`src/rtl/spi_diag_pkg.sv`:
```
package spi_diag_pkg;

  localparam int BYTE_W = 8;

  localparam logic [1:0] OWN_ADDR  = 2'b00;
  localparam logic [4:0] CMD_IDENT = 5'b00000;
  localparam logic [4:0] CMD_VER   = 5'b00001;
  localparam logic [4:0] CMD_DIAG  = 5'b00100;

  localparam logic [BYTE_W-1:0] IDENT_BYTE  = 8'hA2;
  localparam logic [BYTE_W-1:0] UNUSED_BYTE = 8'hFF;
  // upper seven bits of the check byte; bits 7:6 fall in undriven slots
  localparam logic [6:0] CHECK_PATTERN = 7'b1110101;

  typedef enum logic [1:0] {
    SEL_IDENT,
    SEL_VER,
    SEL_DIAG,
    SEL_NONE
  } data_sel_e;

  function automatic data_sel_e decode_instr(input logic [BYTE_W-1:0] ins);
    data_sel_e sel;
    if (^ins) begin
      sel = SEL_NONE;
    end else begin
      case (ins[5:1])
        CMD_IDENT: sel = SEL_IDENT;
        CMD_VER:   sel = SEL_VER;
        CMD_DIAG:  sel = SEL_DIAG;
        default:   sel = SEL_NONE;
      endcase
    end
    return sel;
  endfunction

endpackage

```
`src/rtl/spi_diag_sync.sv`:
```
module spi_diag_sync #(
  parameter int             W      = 3,
  parameter int             STAGES = 2,
  parameter logic [W-1:0]   INIT   = '0
) (
  input  logic         clk,
  input  logic         rst,
  input  logic [W-1:0] d,
  output logic [W-1:0] q
);

  logic [W-1:0] stg [STAGES];

  for (genvar i = 0; i < STAGES; i++) begin : g_stage
    if (i == 0) begin : g_first
      always_ff @(posedge clk) begin
        if (rst) stg[i] <= INIT;
        else     stg[i] <= d;
      end
    end else begin : g_next
      always_ff @(posedge clk) begin
        if (rst) stg[i] <= INIT;
        else     stg[i] <= stg[i-1];
      end
    end
  end

  assign q = stg[STAGES-1];

endmodule

```
`src/rtl/spi_diag_rx.sv`:
```
module spi_diag_rx
  import spi_diag_pkg::*;
#(
  parameter int CNT_W = 5
) (
  input  logic              clk,
  input  logic              rst,
  input  logic              cs_s,
  input  logic              cs_p,
  input  logic              sck_s,
  input  logic              sck_p,
  input  logic              sdi_s,
  output logic [CNT_W-1:0]  fall_cnt,
  output logic [CNT_W-1:0]  rise_cnt,
  output logic [BYTE_W-1:0] instr,
  output logic              addr_ok,
  output logic              sck_bad
);

  localparam logic [CNT_W-1:0] CNT_MAX   = '1;
  localparam logic [CNT_W-1:0] ADDR_LAST = CNT_W'(1);
  localparam logic [CNT_W-1:0] INSTR_END = CNT_W'(BYTE_W);

  logic cs_fall, active, sck_fall, sck_rise, shift_en;

  assign cs_fall  = cs_p & ~cs_s;
  assign active   = ~cs_s;
  assign sck_fall = active & sck_p & ~sck_s;
  assign sck_rise = active & ~sck_p & sck_s;
  // after a mismatching address nothing more is taken in
  assign shift_en = (fall_cnt < INSTR_END) &&
                    ((fall_cnt <= ADDR_LAST) || addr_ok);

  always_ff @(posedge clk) begin
    if (rst) begin
      fall_cnt <= '0;
      rise_cnt <= '0;
      instr    <= '0;
      addr_ok  <= 1'b0;
      sck_bad  <= 1'b0;
    end else if (cs_fall) begin
      fall_cnt <= '0;
      rise_cnt <= '0;
      instr    <= '0;
      addr_ok  <= 1'b0;
      sck_bad  <= sck_s;
    end else if (active) begin
      if (sck_fall) begin
        if (fall_cnt != CNT_MAX) fall_cnt <= fall_cnt + 1'b1;
        if (shift_en) instr <= {instr[BYTE_W-2:0], sdi_s};
        if (fall_cnt == ADDR_LAST) addr_ok <= ({instr[0], sdi_s} == OWN_ADDR);
      end
      if (sck_rise && rise_cnt != CNT_MAX) rise_cnt <= rise_cnt + 1'b1;
    end
  end

endmodule

```
`src/rtl/spi_diag_tx.sv`:
```
module spi_diag_tx
  import spi_diag_pkg::*;
#(
  parameter int FRAME_BITS = 16,
  parameter int CNT_W      = 5
) (
  input  logic              clk,
  input  logic              rst,
  input  logic              cs_s,
  input  logic              rise_ev,
  input  logic [CNT_W-1:0]  rise_cnt,
  input  logic              addr_ok,
  input  logic              trans_f,
  input  logic [BYTE_W-1:0] data_byte,
  output logic              sdo,
  output logic              sdo_oe
);

  localparam logic [CNT_W-1:0] FIRST_DRIVEN = CNT_W'(3);
  localparam logic [CNT_W-1:0] LAST_SLOT    = CNT_W'(FRAME_BITS);

  logic [CNT_W-1:0]      slot;
  logic [FRAME_BITS-1:0] word, word_sh;
  logic                  slot_ok;

  assign slot    = rise_cnt + 1'b1;
  assign word    = {CHECK_PATTERN, trans_f, data_byte};
  assign word_sh = word << (slot - 1'b1);
  assign slot_ok = (slot >= FIRST_DRIVEN) && (slot <= LAST_SLOT);

  always_ff @(posedge clk) begin
    if (rst || cs_s) begin
      sdo    <= 1'b1;
      sdo_oe <= 1'b0;
    end else if (rise_ev) begin
      if (slot_ok && addr_ok) begin
        sdo    <= word_sh[FRAME_BITS-1];
        sdo_oe <= 1'b1;
      end else begin
        sdo    <= 1'b1;
        sdo_oe <= 1'b0;
      end
    end
  end

endmodule

```
`src/rtl/spi_diag_slave.sv`:
```
module spi_diag_slave
  import spi_diag_pkg::*;
#(
  parameter int         SYNC_STAGES = 2,
  parameter logic [3:0] MASK_REV    = 4'h2
) (
  input  logic              clk,
  input  logic              rst,
  input  logic              cs_n,
  input  logic              sck,
  input  logic              sdi,
  input  logic [BYTE_W-1:0] diag_i,
  output logic              sdo,
  output logic              sdo_oe,
  output logic              diag_clr
);

  localparam int FRAME_BITS = 2 * BYTE_W;
  localparam int CNT_W      = $clog2(FRAME_BITS + 4);
  localparam logic [CNT_W-1:0] FULL_CNT  = CNT_W'(FRAME_BITS);
  localparam logic [CNT_W-1:0] SENT_CNT  = CNT_W'(BYTE_W);
  localparam logic [CNT_W-1:0] PRE_DECOD = CNT_W'(BYTE_W - 1);

  logic [2:0]        pins_s;
  logic              cs_s, sck_s, sdi_s, cs_p, sck_p;
  logic              cs_fall, cs_rise, rise_ev, fall_ev, instr_done;
  logic [CNT_W-1:0]  fall_cnt, rise_cnt;
  logic [BYTE_W-1:0] instr, instr_nxt, data_q, data_nxt;
  logic              addr_ok, sck_bad, trans_f, frame_ok;
  data_sel_e         sel_q, sel_nxt;

  spi_diag_sync #(
    .W(3), .STAGES(SYNC_STAGES), .INIT(3'b100)
  ) u_sync (
    .clk(clk), .rst(rst), .d({cs_n, sck, sdi}), .q(pins_s)
  );

  assign {cs_s, sck_s, sdi_s} = pins_s;

  always_ff @(posedge clk) begin
    if (rst) begin
      cs_p  <= 1'b1;
      sck_p <= 1'b0;
    end else begin
      cs_p  <= cs_s;
      sck_p <= sck_s;
    end
  end

  assign cs_fall = cs_p & ~cs_s;
  assign cs_rise = ~cs_p & cs_s;
  assign rise_ev = ~cs_s & ~sck_p & sck_s;
  assign fall_ev = ~cs_s & sck_p & ~sck_s;

  spi_diag_rx #(.CNT_W(CNT_W)) u_rx (
    .clk(clk), .rst(rst), .cs_s(cs_s), .cs_p(cs_p),
    .sck_s(sck_s), .sck_p(sck_p), .sdi_s(sdi_s),
    .fall_cnt(fall_cnt), .rise_cnt(rise_cnt), .instr(instr),
    .addr_ok(addr_ok), .sck_bad(sck_bad)
  );

  // command decode happens as the eighth instruction bit lands
  assign instr_nxt  = {instr[BYTE_W-2:0], sdi_s};
  assign instr_done = fall_ev & ~cs_fall & (fall_cnt == PRE_DECOD);
  assign sel_nxt    = decode_instr(instr_nxt);

  always_comb begin
    case (sel_nxt)
      SEL_IDENT: data_nxt = IDENT_BYTE;
      SEL_VER:   data_nxt = {4'b0000, MASK_REV};
      SEL_DIAG:  data_nxt = diag_i;
      default:   data_nxt = UNUSED_BYTE;
    endcase
  end

  always_ff @(posedge clk) begin
    if (rst || cs_fall) begin
      sel_q  <= SEL_NONE;
      data_q <= UNUSED_BYTE;
    end else if (instr_done) begin
      sel_q  <= sel_nxt;
      data_q <= data_nxt;
    end
  end

  assign frame_ok = (fall_cnt == FULL_CNT) && !sck_bad && (sel_q != SEL_NONE);

  always_ff @(posedge clk) begin
    if (rst) begin
      trans_f  <= 1'b0;
      diag_clr <= 1'b0;
    end else begin
      diag_clr <= 1'b0;
      if (cs_rise && addr_ok) begin
        trans_f  <= !frame_ok || (trans_f && (rise_cnt < SENT_CNT));
        diag_clr <= frame_ok && (sel_q == SEL_DIAG);
      end
    end
  end

  spi_diag_tx #(.FRAME_BITS(FRAME_BITS), .CNT_W(CNT_W)) u_tx (
    .clk(clk), .rst(rst), .cs_s(cs_s), .rise_ev(rise_ev),
    .rise_cnt(rise_cnt), .addr_ok(addr_ok), .trans_f(trans_f),
    .data_byte(data_q), .sdo(sdo), .sdo_oe(sdo_oe)
  );

endmodule

```
`config.mk`:
```
export PLATFORM = sky130hd
export DESIGN_NAME = spi_diag_slave
export DESIGN_NICKNAME = d
export VERILOG_FILES = /design/src/rtl/spi_diag_pkg.sv /design/src/rtl/spi_diag_sync.sv /design/src/rtl/spi_diag_rx.sv /design/src/rtl/spi_diag_tx.sv /design/src/rtl/spi_diag_slave.sv
export SDC_FILE = /design/constraint.sdc
export NUM_CORES = 1
export LEC_CHECK = 0
export ABC_AREA = 1
export CAP_MARGIN = 10
export CORE_MARGIN = 2
export CORE_UTILIZATION = 45
export CTS_BUF_LIST = sky130_fd_sc_hd__clkbuf_16
export CTS_CLUSTER_DIAMETER = 60
export DETAILED_ROUTE_END_ITERATION = 6
export DONT_BUFFER_PORTS = 1
export PLACE_DENSITY = 0.59
export SLEW_MARGIN = 0
export SYNTH_ARGS = -nofsm -noshare
export SYNTH_HDL_FRONTEND = slang
export SYNTH_SLANG_ARGS = --single-unit
export TNS_END_PERCENT = 50
```
`constraint.sdc`:
```
create_clock -name clk -period 1.65 [get_ports clk]
set_clock_uncertainty 0.15 [all_clocks]
set_input_delay 0.0825 -clock clk [delete_from_list [all_inputs] [get_ports clk]]
set_output_delay 0.0825 -clock clk [all_outputs]
set_load 0.005 [all_outputs]
```
==> run metrics <==
status=finished with violations; failing checks=setup timing; switching power total=approximately 0.44 mW; I/O Buffers=0; fin cells=about 380; die width=roughly 71 µm; VDD IR-drop max=about 0.53 mV; antenna violations before repair=0; vias in the first global route=between 1,500 and 2,000; met3 WL post-DR=about 81 µm; Distinct cells, synth=28; DRC viols=0; setup ws final=-55.3 ps; gr ovfl total=0; Slowest cell on crit path=dfxtp_4; crit path DAT=around 1700 ps; Max Clk Rate=slightly below 600 MHz; final period demand of the worst path=1710 ps; slowest stage delay, CP=between 300 and 400 ps; slew margin rel.=between 70% and 80%; Die Height=~71 µm; Max clock buf depth=2; Crit Path Max Fanout=4; Hold Fails Final Rpt=0; Area after DPL=between 0.002 and 0.0025 mm²; vias per inst=approximately 5.0; Net Count, Synth=about 310; Int Power=approximately 1.8 mW; required time worst endpoint=approximately 1700 ps; crit path cell chain=ha_4 > nand2_2 > nor2_2 > ha_1 > inv_2 > o211ai_1 > o21ai_1 > nor2_1 > a21oi_1 > nor2_1; Core Area=0.00438 mm²; design area=between 0.002 and 0.003 mm²; WL/cell=11.7 µm; first-pass GRT wire length=between 7000 and 8000 µm; Finish-stage setup viols=2; Synth Register Bits=41; TritonRoute pass-1 iters=4; Detail Route Antenna Nets=0; routed wire length=about 4500 µm; hold slack=between 200 and 300 ps; vias=1,891; dpl ws=-84.6 ps; share of post-route cells with drive strength above 1=21.3%; RSZ-0062 raised after global routing=true; dpl cells=approximately 360; crit path buf inv count=1; sequential share of power=45.8%; met2 WL=2250 µm; pwr dens=824 mW/mm²; Initial Util=between 40% and 50%; number of antenna cells inserted=0; Static Leak=1.21 nW; Synth Instances=between 200 and 300; gpl congestion=just over 0.8; GRT Util Overall=between 10% and 20%; DR top layer=met4; Worst setup SP type=flip-flop; area grow syn2layout=30.2%; register area share after synthesis=between 40% and 50%; clock tree sinks=41; TritonCTS Buffers=5; TritonCTS clock tree=yes; pin count of the biggest net entering global routing=14; # IOs=16; Clk pwr share=48.6%; metal1 wirelength=a little over 2000 µm; total of max-cap violations=0; Slew Limit Fails=0; crit-path leading delay family=adder cells; Worst Tran Pin Value=roughly 420 ps; Mean Syn Cell Area=around 7.0 µm²; Tcrit/Tclk final=103%; Root Buffer=clkbuf_16; switching share of power=around 20%; Comb power frac=5.6%; Clock Latency Late Sink=~280 ps; Starting DRT DRC Count=between 80 and 90; H-tree Lvls=2; Ys Warns=0; # nets final=between 300 and 400; Hold WC Path Type=flip-flop to flip-flop; WS Path Type=flip-flop to flip-flop; FP Rows=24; crit-path most repeated cell=nor2_1; DP HPWL=about 3200 µm; Die Area=between 0.005 and 0.006 mm²; Worst-path clk slew=approximately 60 ps; Critical Path End Type=flip-flop; cell area after synthesis=roughly 0.0020 mm²
## synthesized netlist by cell type (all sizes together)
master | count | area, µm²
o211ai | 1 | 7.51
buf | 6 | 35.0
dfxtp | 41 | 821
nor3 | 4 | 25.0
inv | 45 | 169
nand3 | 18 | 95.1
o22a | 1 | 8.76
or2 | 4 | 25.0
nand4 | 3 | 18.8
xnor2 | 2 | 17.5
mux2i | 1 | 10.0
xor2 | 3 | 26.3
nor2 | 36 | 143
o31ai | 1 | 7.51
o21ai | 28 | 140
nor3b | 1 | 7.51
clkbuf | 1 | 3.75
a21oi | 32 | 160
nand2 | 54 | 215
ha | 9 | 113
## stage by stage
stage,power [mW],TNS (ps),util [%]
after floorplan,1.10,-67.9,-
after global placement,1.12,-105,51.5
after detailed placement,1.12,-243,51.5
after CTS,2.21,-162,58.8
after global routing,2.29,-1580,60.8
final,2.20,-99.2,60.8
## power groups by stage
stage               combinational [mW]  sequential [mW]  clock [mW]
floorplan                       0.0672             1.03           0
global placement                0.0850             1.03           0
detailed placement              0.0864             1.03           0
CTS                              0.115             1.01        1.09
global route                     0.140             1.01        1.14
finish                           0.124             1.01        1.07
## area by class of cell
type	count	area [µm²]
Timing Repair Buffer	36	300
Fill cell	403	1720
Tap cell	52	65.1
Sequential cell	41	828
Clock buffer	5	125
Inverter	45	169
Clock inverter	3	37.5
Multi-Input combinational cell	199	1140
## layer usage
metal	vias to the layer above	global-route usage, %
li1	1010	-
met1	858	23.3
met2	19	32.2
met3	4	3.38
met4	0	9.22
met5	-	0
## state kept, by name (all words and copies together) (netlist names)
register	count
data_q	8
u_rx.instr	7
u_sync.stg	6
u_rx.fall_cnt	5
u_rx.rise_cnt	5
sel_q	2
cs_p	1
diag_clr	1
sck_p	1
trans_f	1
u_rx.addr_ok	1
u_rx.sck_bad	1
u_tx.sdo	1
u_tx.sdo_oe	1
## cells by family (layout without fill, tap and decap cells)
family | Yosys count | count (layout) | share of synthesized area, %
AO/OA/AOI/OAI | 63 | 63 | 15.8
XOR/XNOR | 5 | 5 | 2.14
adder cells (fa/ha/maj) | 9 | 9 | 5.50
buffers and inverters | 52 | 89 | 10.1
flip-flops | 41 | 41 | 40.1
multiplexers | 1 | 1 | 0.489
AND/OR/NAND/NOR | 120 | 121 | 25.8
## cell usage in the layout, fill, tap and decap left out, drive strengths merged
master,instances
a21oi,32
buf,24
bufinv,1
clkbuf,5
clkinv,1
dfxtp,41
dlygate4sd3,12
ha,9
inv,46
mux2i,1
nand2,54
nand3,18
nand4,3
nor2,36
nor3,4
nor3b,1
o211ai,1
o21ai,28
o22a,1
o31ai,1
or2,5
xnor2,2
xor2,3
## timing repair
| item | CTS | global route |
|---|---|---|
| setup endpoints to repair | 6 | 18 |
| cloned | 0 | 1 |
| pin swaps | 2 | 3 |
| hold buffers | 12 | 0 |
| buffers inserted | 2 | 0 |
| hold endpoints to repair | 26 | 0 |
| gates resized for setup | 6 | 24 |
## worst register-to-register path, stage by stage (launching register included)
cell and delay (ps):
dfxtp_4 360, ha_4 160, nand2_2 70, nor2_2 40, ha_1 280, inv_2 70, o211ai_1 80, o21ai_1 130
nor2_1 60, a21oi_1 130, nor2_1 60
## worst paths after layout
path                          from               end  slack, ps  depth (start not counted)
setup / recovery  u_rx.rise_cnt[1]       u_tx.sdo_oe        -60                         10
hold / removal    u_sync.stg[0][1]  u_sync.stg[1][1]        260                          2
setup reg to reg  u_rx.rise_cnt[1]       u_tx.sdo_oe        -60                         10
hold reg to reg   u_sync.stg[0][1]  u_sync.stg[1][1]        260                          2
Note: power is estimated with default switching activity, not from simulation.
